--- config.mk ---
export PLATFORM = sky130hd
export DESIGN_NAME = emb_clk_serializer
export DESIGN_NICKNAME = d
export VERILOG_FILES = /design/src/rtl/ecs_pkg.sv /design/src/rtl/ecs_word_capture.sv /design/src/rtl/ecs_frame_mux.sv /design/src/rtl/ecs_sync_ctrl.sv /design/src/rtl/emb_clk_serializer.sv
export SDC_FILE = /design/constraint.sdc
export NUM_CORES = 1
export LEC_CHECK = 0
export BUFFER_PORTS_ARGS = -buffer_cell sky130_fd_sc_hd__buf_2
export CORE_ASPECT_RATIO = 1.4
export CORE_MARGIN = 4
export CORE_UTILIZATION = 61
export CTS_CLUSTER_SIZE = 14
export DETAILED_ROUTE_END_ITERATION = 12
export PLACE_DENSITY = 0.83
export SLEW_MARGIN = 20
export SYNTH_ARGS = -nofsm -noshare
export SYNTH_HDL_FRONTEND = slang
export SYNTH_SLANG_ARGS = --single-unit
--- constraint.sdc ---
create_clock -name clk -period 3.55 [get_ports clk]
set_input_delay 0.71 -clock clk [delete_from_list [all_inputs] [get_ports clk]]
set_output_delay 0.71 -clock clk [all_outputs]
set_load 0.05 [all_outputs]
--- src/rtl/ecs_pkg.sv ---
package ecs_pkg;
    typedef enum logic {
        EDGE_RISE = 1'b0,
        EDGE_FALL = 1'b1
    } edge_e;
endpackage

--- src/rtl/ecs_word_capture.sv ---
module ecs_word_capture
    import ecs_pkg::*;
#(
    parameter int WORD_W = 10
) (
    input  logic              clk,
    input  logic              rst_n,
    input  logic              word_clk,
    input  logic              edge_sel,
    input  logic [WORD_W-1:0] data_in,
    output logic [WORD_W-1:0] word_q
);
    typedef struct packed {
        logic              wclk;
        logic [WORD_W-1:0] word;
    } cap_t;

    cap_t  st_d, st_q;
    edge_e mode;
    logic  seen_rise, seen_fall, take;

    always_comb begin
        mode      = edge_e'(edge_sel);
        seen_rise = word_clk && !st_q.wclk;
        seen_fall = !word_clk && st_q.wclk;
        take      = (mode == EDGE_RISE) ? seen_rise : seen_fall;
        st_d      = st_q;
        st_d.wclk = word_clk;
        if (take) begin
            st_d.word = data_in;
        end
    end

    always_ff @(posedge clk or negedge rst_n) begin
        if (!rst_n) begin
            st_q <= '0;
        end else begin
            st_q <= st_d;
        end
    end

    assign word_q = st_q.word;

    AST_CAPTURE_TAKES: assert property (@(posedge clk) disable iff (!rst_n)
        take |=> (word_q == $past(data_in)));

    AST_NO_CAPTURE_HOLDS: assert property (@(posedge clk) disable iff (!rst_n)
        !take |=> $stable(word_q));
endmodule

--- src/rtl/ecs_frame_mux.sv ---
module ecs_frame_mux #(
    parameter int WORD_W = 10,
    localparam int FRAME_W = WORD_W + 2
) (
    input  logic [WORD_W-1:0]  word,
    input  logic               sync_sel,
    output logic [FRAME_W-1:0] frame
);
    logic [FRAME_W-1:0] sync_pat;

    for (genvar i = 0; i < FRAME_W; i++) begin : g_sync
        assign sync_pat[i] = (i < FRAME_W / 2);
    end

    always_comb begin
        if (sync_sel) begin
            frame = sync_pat;
        end else begin
            frame = {1'b0, word, 1'b1};
        end
    end
endmodule

--- src/rtl/ecs_sync_ctrl.sv ---
module ecs_sync_ctrl #(
    parameter int SYNC_FRAMES = 1024,
    localparam int SYNC_W = $clog2(SYNC_FRAMES + 1)
) (
    input  logic clk,
    input  logic rst_n,
    input  logic load,
    input  logic sync_req,
    input  logic pwr_dn,
    output logic sync_sel
);
    logic [SYNC_W-1:0] left_d, left_q;

    always_comb begin
        left_d = left_q;
        if (pwr_dn) begin
            left_d = '0;
        end else if (load) begin
            if (sync_req) begin
                left_d = SYNC_W'(SYNC_FRAMES - 1);
            end else if (left_q != '0) begin
                left_d = left_q - SYNC_W'(1);
            end
        end
    end

    always_ff @(posedge clk or negedge rst_n) begin
        if (!rst_n) begin
            left_q <= '0;
        end else begin
            left_q <= left_d;
        end
    end

    assign sync_sel = sync_req || (left_q != '0);

    AST_SYNC_ONLY_AT_BOUNDARY: assert property (@(posedge clk) disable iff (!rst_n)
        (!load && !pwr_dn) |=> $stable(left_q));

    AST_SYNC_NO_UNDERFLOW: assert property (@(posedge clk) disable iff (!rst_n)
        (load && !sync_req && !pwr_dn && left_q == '0) |=> (left_q == '0));
endmodule

--- src/rtl/emb_clk_serializer.sv ---
module emb_clk_serializer #(
    parameter int WORD_W      = 10,
    parameter int SYNC_FRAMES = 1024
) (
    input  logic              clk,
    input  logic              rst_n,
    input  logic              word_clk,
    input  logic              edge_sel,
    input  logic [WORD_W-1:0] data_in,
    input  logic              bit_en,
    input  logic              sync_req,
    input  logic              pwr_dn,
    input  logic              out_dis,
    output logic              ser_out,
    output logic              ser_oe
);
    localparam int FRAME_W = WORD_W + 2;
    localparam int CNT_W   = $clog2(FRAME_W);
    localparam logic [CNT_W-1:0] LAST_BIT = CNT_W'(FRAME_W - 1);

    typedef struct packed {
        logic [FRAME_W-1:0] sh;
        logic [CNT_W-1:0]   cnt;
        logic               out;
        logic               oe;
    } ser_t;

    ser_t               st_d, st_q;
    logic [WORD_W-1:0]  word;
    logic [FRAME_W-1:0] frame;
    logic               sync_sel, load;

    ecs_word_capture #(.WORD_W(WORD_W)) u_cap (
        .clk      (clk),
        .rst_n    (rst_n),
        .word_clk (word_clk),
        .edge_sel (edge_sel),
        .data_in  (data_in),
        .word_q   (word)
    );

    ecs_sync_ctrl #(.SYNC_FRAMES(SYNC_FRAMES)) u_sync (
        .clk      (clk),
        .rst_n    (rst_n),
        .load     (load),
        .sync_req (sync_req),
        .pwr_dn   (pwr_dn),
        .sync_sel (sync_sel)
    );

    ecs_frame_mux #(.WORD_W(WORD_W)) u_mux (
        .word     (word),
        .sync_sel (sync_sel),
        .frame    (frame)
    );

    assign load = bit_en && !pwr_dn && (st_q.cnt == '0);

    always_comb begin
        st_d    = st_q;
        st_d.oe = !out_dis && !pwr_dn;
        if (pwr_dn) begin
            st_d.sh  = '0;
            st_d.cnt = '0;
            st_d.out = 1'b0;
        end else if (bit_en) begin
            if (st_q.cnt == '0) begin
                st_d.out = frame[0];
                st_d.sh  = frame >> 1;
                st_d.cnt = CNT_W'(1);
            end else begin
                st_d.out = st_q.sh[0];
                st_d.sh  = st_q.sh >> 1;
                st_d.cnt = (st_q.cnt == LAST_BIT) ? '0 : st_q.cnt + CNT_W'(1);
            end
        end
    end

    always_ff @(posedge clk or negedge rst_n) begin
        if (!rst_n) begin
            st_q <= '0;
        end else begin
            st_q <= st_d;
        end
    end

    assign ser_out = st_q.out;
    assign ser_oe  = st_q.oe;

    AST_START_BIT: assert property (@(posedge clk) disable iff (!rst_n)
        (load && !sync_sel) |=> ser_out);

    AST_STOP_BIT: assert property (@(posedge clk) disable iff (!rst_n)
        (bit_en && !pwr_dn && st_q.cnt == LAST_BIT) |=> !ser_out);

    AST_HOLD_NO_ENABLE: assert property (@(posedge clk) disable iff (!rst_n)
        (!bit_en && !pwr_dn) |=> $stable(ser_out));

    AST_PD_IDLE: assert property (@(posedge clk) disable iff (!rst_n)
        pwr_dn |=> (!ser_out && !ser_oe));

    AST_DISABLE_OE: assert property (@(posedge clk) disable iff (!rst_n)
        out_dis |=> !ser_oe);
endmodule

# Yosys cells after proc, flatten, opt, wreduce, memory -nomap -nowiden
# Cells that the tools add are included.
# totals
reg_bits	40
inputBits	18
word_cells	36
# op_classes
addsub	2
eq_ne	1
mux	10
n_reduce_logical	16
# op_table
op	n
11-bit two-way mux	5
17-bit two-way mux	2
16-bit two-way mux	1
11-bit nonzero test	1
11-bit by 1-bit subtractor with 11-bit output (second input constant)	1
1-bit logical AND	5
4-bit by 1-bit adder with 4-bit output (second input constant)	1
4-bit equality test (second input constant)	1
1-bit zero test	4
4-bit zero test	1
4-bit two-way mux	1
2-bit nonzero test	2
3-bit nonzero test	1
2-bit AND reduction	1
1-bit logical OR	1
1-bit two-way mux	1

# Longest topological paths before layout
# Gate-level depths: netlist (run 1).
# logic_depth
ltp_word	6
ltp_mapped	8

# Hierarchy
# Synthesis (run 1) repeated with hierarchy kept, for this count alone.
# unflattened
cells_unflattened	260
hier_area_um2	2409.8
# by_module_without_submodules
module	n_inst	cells_per_inst	area_each_um2	seq_area_each_um2
ecs_word_capture	1	102	853.3	275.3
emb_clk_serializer	1	73	833.3	425.4
ecs_sync_ctrl	1	71	638.1	275.3
ecs_frame_mux	1	14	85.1	0.0

# Worst setup path before layout (run 1)
# No wires, ideal clock.
# synth_path
path_kind	in2reg
from	input port pwr_dn
to	register u_sync.left_q[9]
setup_ns	0.099
arrival_time_ns	1.815
required_time_ns	3.451
setup_slack_ns	1.636
path_stages	7
n_path_buf	3
path_cell_list	clkbuf_1 nor2b_1 and2_1 clkbuf_1 buf_2 a31oi_1 a311oi_1
# synth_between
elab_chain_len	5
elab_cells_between_ends	7
classes_between	mux: 1; reduce/logical: 6
# synth_rtl
item	line	rtl
start, declared	emb_clk_serializer.sv:12	input logic pwr_dn,
1-bit zero test	emb_clk_serializer.sv:57	assign load = bit_en && !pwr_dn && (st_q.cnt == '0);
1-bit logical AND (2 in a row)	emb_clk_serializer.sv:57	
2-bit nonzero test (no line)	n/a	
2-bit AND reduction (no line)	n/a	
end signal, assigned	ecs_sync_ctrl.sv:31	left_q <= left_d;
end, declared	ecs_sync_ctrl.sv:12	logic [SYNC_W-1:0] left_d, left_q;
# Parallel ways exist; a longest one is shown, timed or not.
# A chain may end at the register's enable or synchronous reset.

# Final worst setup path (run 1)
# layout_path
from	register u_sync.left_q[0]
to	register st_q[15] (netlist name)
# layout_between
elab_chain_len	6
# layout_rtl
item	line	rtl
11-bit nonzero test	ecs_sync_ctrl.sv:35	assign sync_sel = sync_req || (left_q != '0);
1-bit logical OR	ecs_sync_ctrl.sv:35	
11-bit two-way mux	ecs_frame_mux.sv:16	if (sync_sel) begin
16-bit two-way mux	emb_clk_serializer.sv:67	if (st_q.cnt == '0) begin
17-bit two-way mux	emb_clk_serializer.sv:66	end else if (bit_en) begin
17-bit two-way mux	emb_clk_serializer.sv:62	if (pwr_dn) begin
end signal, assigned	emb_clk_serializer.sv:83	st_q <= st_d;
end, declared	emb_clk_serializer.sv:28	ser_t st_d, st_q;
# Every way passes these cells. The select of a mux whose other input is x is not followed.

==> results.sh, run 1 <==
export IMPL_drt_drc_violations_left=0
export IMPL_fillers=206
export IMPL_cts_buffer_depth=2
export IMPL_die_area_um2=3911
export IMPL_timing_critical_path_to_type="flip-flop"
export IMPL_clock_insertion_delay_worst_skew_ns=0.30
export IMPL_critPathMaxFanout=11
export IMPL_rows=23
export IMPL_ioPinCount=20
export IMPL_detail_route_vias_per_cell=6.559
export IMPL_netlist_area_um2=1808
export IMPL_synth_net_count=188
export IMPL_most_common_layout_cells="sky130_fd_sc_hd__dfrtp_1, sky130_fd_sc_hd__buf_2, sky130_fd_sc_hd__nor2_1, sky130_fd_sc_hd__nand2_1, sky130_fd_sc_hd__mux2_2"
export IMPL_whs_ns=0.4873
export IMPL_cts_root_buf="sky130_fd_sc_hd__clkbuf_8"
export IMPL_period_needed_ns=2.169
export IMPL_crit_path_start_kind="flip-flop"
export IMPL_final_util_pct=70.49
export IMPL_pre_cts_slack_ns=1.222
export IMPL_placement_io_buffers=19
export IMPL_maxCapViolCount=0
export IMPL_rrSetupSlack_ns=1.38
export IMPL_cts_resized=0
export IMPL_initial_core_util_pct=63.46
export IMPL_hold_viol=0
export IMPL_die_y_um=72.42
export IMPL_worst_pin_slew_ns=0.8165
export IMPL_criticalPathCategory="flip-flop to flip-flop"
export IMPL_finalNetCount=205
export IMPL_areaGrowthSynthToFinish_pct=11.07
export IMPL_power_density_cell_area_nw_per_um2=532.7
export IMPL_cp_data_required_time_ns=3.78
export IMPL_core_area_um2=2849
export IMPL_synth_avg_cell_area_um2=10.83
export IMPL_totalNegativeSetupSlack_ns=0
export IMPL_netlist_instances=167
export IMPL_outcome="complete, no violations"
export IMPL_synth_yosys_seq_area_share_pct=52.60
export IMPL_grt_total_usage_pct=23.38
export IMPL_avgRoutedWirePerCell_um=17.77
export IMPL_worstRegToRegCells=6
export IMPL_drive_above_1_share_pct=23.78
export IMPL_num_cts_buffers=5
export IMPL_grt_pass1_vias=1482
export IMPL_p_leak_nw=0.9402
export IMPL_antenna_violating_nets_post_route=0
export IMPL_yosysWarningCount=0
export IMPL_ys_seq_elements=38
export IMPL_vdd_ir_drop_max_v=0.0003677
export IMPL_maxSlewHeadroom_pct=45.20
export IMPL_timing_max_transition_violations_final=0
export IMPL_cts_tree="built"
export IMPL_globalRoute_totalOverflow=0
export IMPL_max_freq_mhz=461.1
export IMPL_fin_crit_sh_pct=61.10
export IMPL_antenna_cells=0
export IMPL_setup_repair_after_global_routing_missed_its_margin="false"
export IMPL_worst_path_arrival_ns=2.40
export IMPL_multi_input_comb_area_um2=794.5
export IMPL_cts_hold_buffers=0
export IMPL_synth_cell_type_count=37
export IMPL_timing_clock_skew_ns=0.007506
export IMPL_place_gp_congestion=0.8400
export IMPL_drt_initial_drc_count=105
export IMPL_die_width_um=54.01
export IMPL_post_cts_setup_buffer_count=0
export IMPL_worst_setup_hold_path_clk_slew_ns=0.07
export IMPL_hpwl_mm=2.666
export IMPL_setup_slack_ns=1.381
export IMPL_h_tree_depth=2
export IMPL_register_area_um2=950.9
export IMPL_first_pass_grt_wire_length_mm=6.603
export IMPL_layout_cells_most_common="sky130_fd_sc_hd__dfrtp_1"
export IMPL_holdPathStages=1
export IMPL_grt_antenna_before_repair=0
export IMPL_min_delay_path_class="flip-flop to flip-flop"
export IMPL_vias=1456
export IMPL_setup_violations=0
export IMPL_grt_max_degree=39
export IMPL_detail_route_first_pass_iterations=6
export IMPL_numClockSinks=38
export IMPL_postRouteWirelength_mm=3.946
==> flip-flops by register name, indices dropped and copies added, names as in the netlist <==
signal,count
st_q,14
u_sync.left_q,11
u_cap.word_q,10
ser_oe,1
ser_out,1
u_cap.st_q,1
==> cell type report <==
cell class / instances / share of cell area (%)
timing repair buffer: 19 / 4.735
inverter: 8 / 1.495
clock buffer: 7 / 4.299
clock inverter: 1 / 0.2492
sequential: 38 / 47.35
multi-input combinational: 112 / 39.56
tap: 37 / 2.305
==> worst max-delay path, stage by stage (launching register included) <==
cell	delay [ns]
sky130_fd_sc_hd__dfrtp_1	0.42
sky130_fd_sc_hd__inv_1	0.07
sky130_fd_sc_hd__ha_1	0.20
sky130_fd_sc_hd__nor2b_1	0.27
sky130_fd_sc_hd__nand4_1	0.47
sky130_fd_sc_hd__nor2_1	0.46
sky130_fd_sc_hd__a22o_1	0.19
==> per-layer routing <==
layer / vias to the layer above / global-route usage (%) / part of all wire (%)
li1: 665 / - / -
met1: 702 / 25.34 / 38
met2: 70 / 39.08 / 53
met3: 19 / 6.776 / 5.8
met4: 0 / 13.85 / 3.2
met5: - / 0 / 0
==> worst paths after layout <==
path	from	to
worst max-delay path	u_sync.left_q[0]	st_q[15]
worst min-delay path	u_cap.word_q[5]	st_q[11]
worst max register to register	u_sync.left_q[0]	st_q[15]
worst min register to register	u_cap.word_q[5]	st_q[11]
max in group asynchronous	rst_n	u_cap.word_q[1]
min in group asynchronous	rst_n	u_sync.left_q[9]
==> cell usage after synthesis, drive strengths merged <==
master	number	share of area, %
nor2	13	2.7
nand3	2	0.55
clkbuf	7	1.5
o31ai	1	0.42
and3	1	0.35
and4	1	0.48
o32ai	1	0.48
nor3b	3	1.5
dfrtp	38	53
or4	1	0.62
nor4	4	1.4
a31o	1	0.48
or3	1	0.35
a21oi	5	1.4
a311oi	8	3.9
a222oi	5	2.8
o41ai	1	0.90
a21o	5	2.1
or2	2	0.69
nand4	1	0.35
a31oi	8	2.8
nand2	13	2.7
a22o	6	2.9
inv	8	1.7
o21ai	3	0.83
mux2i	1	0.55
nor2b	2	0.69
nor3	6	1.9
and2	1	0.35
ha	3	2.1
buf	2	0.55
mux2	10	6.2
a211oi	3	1.2
==> metrics by stage <==
step	instance area [um2]	total power, W	instances
final	2008	0.001070	222
after global routing	2008	0.001131	222
after CTS	2003	0.001073	222
after detailed placement	1912	0.0007685	214
after global placement	1912	0.0007526	214
after floorplan	1808	0.0007038	167
==> kinds of logic after synthesis <==
logic type      share of synthesized area (%)
compound gates                          20.14
fa+ha+maj                               2.076
buf+inv                                 3.737
flops                                   52.60
mux                                     6.782
simple gates                            14.67
==> power breakdown <==
group	internal (W)	switching [W]	leakage, nW	total, W
logic	0.0000979	0.000134	0.399	0.000232
clock network	0.000157	0.000147	0.0482	0.000303
registers	0.000488	0.0000466	0.492	0.000534
Power figures use the tool's default switching activity.
==> run 2: changes to the inputs <==
--- a/config.mk
+++ b/config.mk
@@ -8,10 +8,10 @@
 export BUFFER_PORTS_ARGS = -buffer_cell sky130_fd_sc_hd__buf_2
 export CORE_ASPECT_RATIO = 1.4
 export CORE_MARGIN = 4
-export CORE_UTILIZATION = 61
+export CORE_UTILIZATION = 57
 export CTS_CLUSTER_SIZE = 14
 export DETAILED_ROUTE_END_ITERATION = 12
-export PLACE_DENSITY = 0.83
+export PLACE_DENSITY = 0.78
 export SLEW_MARGIN = 20
 export SYNTH_ARGS = -nofsm -noshare
 export SYNTH_HDL_FRONTEND = slang
==> constraint.sdc (replaced) <==
create_clock -name clk -period 2.06 [get_ports clk]
set_input_delay 0.412 -clock clk [delete_from_list [all_inputs] [get_ports clk]]
set_output_delay 0.412 -clock clk [all_outputs]
set_load 0.05 [all_outputs]
==> results.sh, run 2 (synthesis gave the netlist of run 1 again) <==
export IMPL_clkPwrFrac_pct=36.0
export IMPL_antenna_violating_nets_post_route=0
export IMPL_detail_route_first_pass_iterations=7
export IMPL_postRouteWirelength_mm=3.738
export IMPL_number_of_placed_instances_with_taps_included=220
export IMPL_cp_data_required_time_ns=2.24
export IMPL_finalInstanceArea_um2=2101
export IMPL_fin_crit_sh_pct=91.47
export IMPL_avgRoutedWirePerCell_um=16.39
export IMPL_totalNegativeSetupSlack_ns=0
export IMPL_vdd_ir_drop_max_v=0.0007523
export IMPL_core_area_um2=2964
export IMPL_post_cts_setup_buffer_count=0
export IMPL_setup_repair_after_global_routing_missed_its_margin="false"
export IMPL_num_cts_buffers=5
export IMPL_timing_max_transition_violations_final=0
export IMPL_place_gp_congestion=0.8297
export IMPL_p_sw_w=0.0005686
export IMPL_p_int_w=0.001508
export IMPL_first_pass_grt_wire_length_mm=6.396
export IMPL_hpwl_mm=2.619
export IMPL_seq_power_share_pct=44.2
export IMPL_whs_ns=0.2152
export IMPL_die_width_um=55.60
export IMPL_pre_cts_slack_ns=-0.02259
export IMPL_maxSlewHeadroom_pct=39.01
export IMPL_placement_cell_area_um2=1957
export IMPL_cts_hold_buffers=0
export IMPL_timing_clock_skew_ns=0.004663
export IMPL_criticalPathCategory="flip-flop to flip-flop"
export IMPL_max_freq_mhz=530.7
export IMPL_largest_register_ff_count=14
export IMPL_maxCapViolCount=0
export IMPL_grt_total_usage_pct=19.29
export IMPL_worst_path_arrival_ns=2.06
export IMPL_rows=23
export IMPL_setup_slack_ns=0.1758
export IMPL_timing_critical_path_to_type="flip-flop"
export IMPL_numClockSinks=38
export IMPL_setup_violations=0
export IMPL_period_needed_ns=1.884
export IMPL_most_common_layout_cells="sky130_fd_sc_hd__dfrtp_1, sky130_fd_sc_hd__buf_2, sky130_fd_sc_hd__nor2_1, sky130_fd_sc_hd__nand2_1, sky130_fd_sc_hd__mux2_2"
export IMPL_layout_cells_most_common="sky130_fd_sc_hd__dfrtp_1"
export IMPL_grt_pass1_vias=1478
export IMPL_critPathMaxFanout=5
export IMPL_drive_above_1_share_pct=27.23
export IMPL_grt_max_degree=39
export IMPL_clock_insertion_delay_worst_skew_ns=0.29
export IMPL_initial_core_util_pct=61.00
export IMPL_globalRoute_totalOverflow=0
export IMPL_areaGrowthSynthToFinish_pct=16.19
export IMPL_cts_tree="built"
export IMPL_h_tree_depth=2
export IMPL_drt_drc_violations_left=0
export IMPL_min_delay_path_class="primary input to async pin"
export IMPL_crit_path_start_kind="flip-flop"
export IMPL_ioPinCount=20
export IMPL_fillers=216
export IMPL_worst_pin_slew_ns=0.9087
export IMPL_cts_buffer_depth=2
export IMPL_detail_route_vias_per_cell=6.294
export IMPL_outcome="complete, no violations"
export IMPL_worst_setup_hold_path_clk_slew_ns=0.08
export IMPL_die_y_um=74.64
export IMPL_placement_io_buffers=19
export IMPL_sw_frac_of_total_pct=27.38
export IMPL_grt_antenna_before_repair=0
export IMPL_power_density_cell_area_nw_per_um2=988.6
export IMPL_final_instance_count_excl_fill=228
export IMPL_die_area_um2=4150
export IMPL_registers_top_by_ff_count="st_q"
export IMPL_antenna_cells=0
export IMPL_p_leak_nw=0.9911
export IMPL_vias=1435
export IMPL_finalNetCount=211
export IMPL_cts_root_buf="sky130_fd_sc_hd__clkbuf_8"
export IMPL_power_combinational_fraction_pct=19.8
export IMPL_hold_viol=0
export IMPL_drt_initial_drc_count=49
==> run 2: cell types whose count changed in the layout (fill, tap and decap cells not counted), sizes merged <==
| cell | before | now |
|---|---|---|
| bufinv | 0 | 2 |
| buf | 19 | 25 |
| clkbuf | 7 | 5 |
==> run 2: critical path, cell delays in order, from the launching register on <==
cell and delay (ns):
sky130_fd_sc_hd__dfrtp_1 0.43, sky130_fd_sc_hd__inv_1 0.08, sky130_fd_sc_hd__ha_1 0.19, sky130_fd_sc_hd__nor2b_1 0.27, sky130_fd_sc_hd__and4_1 0.31, sky130_fd_sc_hd__nor3_2 0.06
sky130_fd_sc_hd__buf_4 0.15, sky130_fd_sc_hd__a311oi_1 0.28
==> run 2: worst paths after layout <==
kind,from,endpoint,slack (ns),cells past startpoint
worst max register to register,u_sync.left_q[0],u_sync.left_q[2],0.18,7
worst max-delay path,u_sync.left_q[0],u_sync.left_q[2],0.18,7
max in group asynchronous,rst_n,u_cap.word_q[5],1.34,1
min in group clk,out_dis,ser_oe,0.26,2
worst min register to register,u_cap.word_q[5],st_q[11],0.47,1
worst min-delay path,rst_n,u_sync.left_q[9],0.22,1
==> run 2: timing repair <==
action	in CTS	in global routing
gates resized for setup	1	1
cloned	0	0
setup endpoints to repair	3	8
==> run 2: per-layer routing <==
metal	wire length (um)	share of wire [%]	track usage [%]
met5	0	0	0
met4	27	0.72	8.108
met3	155	4.1	4.288
met2	2020	54	35.39
met1	1534	41	21.85
==> run 2: area by class of cell <==
class | instances | area, um2 | area share (%)
Timing Repair Buffer | 25 | 140.1 | 6.671
Inverter | 8 | 30.03 | 1.429
Clock inverter | 3 | 68.82 | 3.276
Sequential cell | 38 | 950.9 | 45.27
Clock buffer | 5 | 68.82 | 3.276
Tap cell | 37 | 46.29 | 2.204
Multi-Input combinational cell | 112 | 795.8 | 37.88
==> run 2: power by group through the flow <==
stage	Clock [W]	Sequential, W	Combinational (W)
5_1_grt	0.000789	0.000927	0.000462
4_1_cts	0.000756	0.000916	0.000412
3_3_place_gp	0	0.000924	0.000388
6_report	0.000748	0.000917	0.000411
3_5_place_dp	0	0.000930	0.000406
2_1_floorplan	0	0.000918	0.000295
==> run 2: per-stage QoR <==
step / utilization [%] / power [W]
after floorplan: - / 0.001213
after global placement: 66.02 / 0.001311
after detailed placement: 66.02 / 0.001336
after CTS: 70.83 / 0.002084
after global routing: 70.87 / 0.002178
final: 70.87 / 0.002077
==> run 3: changes to the inputs <==
--- a/config.mk
+++ b/config.mk
@@ -11,8 +11,7 @@
 export CORE_UTILIZATION = 57
 export CTS_CLUSTER_SIZE = 14
 export DETAILED_ROUTE_END_ITERATION = 12
-export PLACE_DENSITY = 0.78
-export SLEW_MARGIN = 20
+export PLACE_DENSITY = 0.85
 export SYNTH_ARGS = -nofsm -noshare
 export SYNTH_HDL_FRONTEND = slang
 export SYNTH_SLANG_ARGS = --single-unit
==> results.sh, run 3 (synthesis gave the netlist of run 1 again) <==
export IMPL_final_util_pct=71.08
export IMPL_num_cts_buffers=5
export IMPL_largest_register_ff_count=14
export IMPL_layout_cells_most_common="sky130_fd_sc_hd__dfrtp_1"
export IMPL_clkPwrFrac_pct=36.9
export IMPL_outcome="complete, no violations"
export IMPL_groute_layer_met2_usage_pct=36.18
export IMPL_cts_buffer_depth=2
export IMPL_finalInstanceArea_um2=2107
export IMPL_first_pass_grt_wire_length_mm=6.561
export IMPL_areaGrowthSynthToFinish_pct=16.54
export IMPL_die_width_um=55.60
export IMPL_worstRegToRegCells=7
export IMPL_setup_violations=0
export IMPL_grt_total_usage_pct=20.49
export IMPL_worst_path_arrival_ns=2.12
export IMPL_grt_busiest_layer="met2"
export IMPL_cts_hold_buffers=0
export IMPL_grt_antenna_before_repair=0
export IMPL_drive_above_1_share_pct=27.37
export IMPL_worst_pin_slew_ns=0.8615
export IMPL_power_density_cell_area_nw_per_um2=1009
export IMPL_p_sw_w=0.0005852
export IMPL_grt_max_degree=39
export IMPL_setup_slack_ns=0.09589
export IMPL_maxSlewHeadroom_pct=42.18
export IMPL_die_y_um=74.64
export IMPL_drt_drc_violations_left=0
export IMPL_ioPinCount=20
export IMPL_p_leak_nw=0.9904
export IMPL_path_buf_inv=2
export IMPL_grt_use_met1_pct=22.21
export IMPL_core_area_um2=2964
export IMPL_cp_data_required_time_ns=2.22
export IMPL_place_gp_congestion=0.8091
export IMPL_registers_top_by_ff_count="st_q"
export IMPL_placement_cell_area_um2=1949
export IMPL_timing_clock_skew_ns=0.004307
export IMPL_setup_repair_after_global_routing_missed_its_margin="false"
export IMPL_fin_crit_sh_pct=95.35
export IMPL_rrSetupSlack_ns=0.1
export IMPL_cts_tree="built"
export IMPL_finalNetCount=210
export IMPL_most_common_layout_cells="sky130_fd_sc_hd__dfrtp_1, sky130_fd_sc_hd__buf_2, sky130_fd_sc_hd__nand2_1, sky130_fd_sc_hd__nor2_1, sky130_fd_sc_hd__mux2_2"
export IMPL_cp_cell_sequence="inv_1, ha_1, nor2b_1, nand4_1, buf_4, a31oi_1, a211oi_1"
export IMPL_detail_route_first_pass_iterations=4
export IMPL_h_tree_depth=2
export IMPL_drt_initial_drc_count=57
export IMPL_vias=1481
export IMPL_vdd_ir_drop_max_v=0.0008211
export IMPL_clock_insertion_delay_worst_skew_ns=0.29
export IMPL_min_delay_path_class="primary input to async pin"
export IMPL_numClockSinks=38
export IMPL_timing_critical_path_slowest_stage_cell="sky130_fd_sc_hd__dfrtp_1"
export IMPL_sw_frac_of_total_pct=27.53
export IMPL_placement_io_buffers=19
export IMPL_grt_pass1_vias=1467
export IMPL_seq_power_share_pct=43.3
export IMPL_die_area_um2=4150
export IMPL_period_needed_ns=1.964
export IMPL_hpwl_mm=2.632
export IMPL_cpLargestDelayFamily="simple AND/OR/NAND/NOR gates"
export IMPL_power_combinational_fraction_pct=19.8
export IMPL_max_freq_mhz=509.1
export IMPL_p_int_w=0.001540
export IMPL_globalRoute_totalOverflow=0
export IMPL_postRouteWirelength_mm=3.939
export IMPL_antenna_violating_nets_post_route=0
export IMPL_critPathMaxFanout=7
export IMPL_avgRoutedWirePerCell_um=17.35
export IMPL_maxCapViolCount=0
export IMPL_cts_root_buf="sky130_fd_sc_hd__clkbuf_8"
export IMPL_crit_path_max_cell_delay_ns=0.43
export IMPL_initial_core_util_pct=61.00
export IMPL_hold_viol=0
export IMPL_p_total_w=0.002125
export IMPL_pre_cts_slack_ns=-0.02773
export IMPL_worst_r2r_startpoint="u_sync.left_q[0]"
export IMPL_detail_route_vias_per_cell=6.524
export IMPL_antenna_cells=0
export IMPL_timing_max_transition_violations_final=0
export IMPL_timing_critical_path_to_type="flip-flop"
export IMPL_crit_path_start_kind="flip-flop"
export IMPL_rows=23
export IMPL_criticalPathCategory="flip-flop to flip-flop"
export IMPL_worstReg2RegEnd="u_sync.left_q[8]"
export IMPL_worst_setup_hold_path_clk_slew_ns=0.08
export IMPL_totalNegativeSetupSlack_ns=0
export IMPL_gr_usage_met3_pct=4.117
[run 3: cell types whose count changed in the layout (fill, tap and decap cells not counted)]
| cell | previous run | this run |
|---|---|---|
| sky130_fd_sc_hd__nor2_2 | 0 | 1 |
| sky130_fd_sc_hd__clkbuf_8 | 5 | 6 |
| sky130_fd_sc_hd__nor3_2 | 2 | 1 |
| sky130_fd_sc_hd__nor3_4 | 0 | 1 |
| sky130_fd_sc_hd__buf_4 | 6 | 5 |
| sky130_fd_sc_hd__clkinv_4 | 1 | 0 |
| sky130_fd_sc_hd__nor2_1 | 13 | 12 |
[run 3: area by class of cell]
class / count / area (um2)
timing repair buffer: 24 / 132.6
sequential: 38 / 950.9
multi-input combinational: 112 / 804.5
clock buffer: 6 / 82.58
clock inverter: 2 / 60.06
fill: 208 / 857.1
inverter: 8 / 30.03
tap: 37 / 46.29
[run 3: worst max path at each step]
stage,startpoint,endpoint,depth (start not counted)
3_3_place_gp,st_q[3],st_q[5],6
2_1_floorplan,st_q[2],u_sync.left_q[9],8
5_1_grt,u_sync.left_q[0],u_sync.left_q[4],7
4_1_cts,st_q[3],u_sync.left_q[7],6
6_report,u_sync.left_q[0],u_sync.left_q[8],7
3_5_place_dp,st_q[3],st_q[5],6
[run 3: power by group through the flow]
stage          sequential [W]  combinational, W  clock [W]
5_1_grt              0.000929          0.000469   0.000824
6_report             0.000920          0.000420   0.000785
4_1_cts              0.000916          0.000414   0.000797
3_5_place_dp         0.000930          0.000407          0
2_1_floorplan        0.000918          0.000295          0
3_3_place_gp         0.000922          0.000386          0
[run 3: metal layers]
metal	vias up	wire, um
met3	16	212
met5	-	0
met2	56	2027
met1	734	1543
li1	675	-
met4	0	156
[run 3: repair_timing]
item / in CTS / in global routing
endpoints found under the hold margin: 0 / 0
resized for setup: 2 / 2
setup buffers: 0 / 0
endpoints found under the setup margin: 1 / 8
[run 3: through the flow]
step / hold slack (ns) / instances
global route: 0.2504 / 227
global placement: 0.4587 / 219
finish: 0.2047 / 227
detailed placement: 0.4730 / 219
CTS: 0.2343 / 227
floorplan: 0.1164 / 167
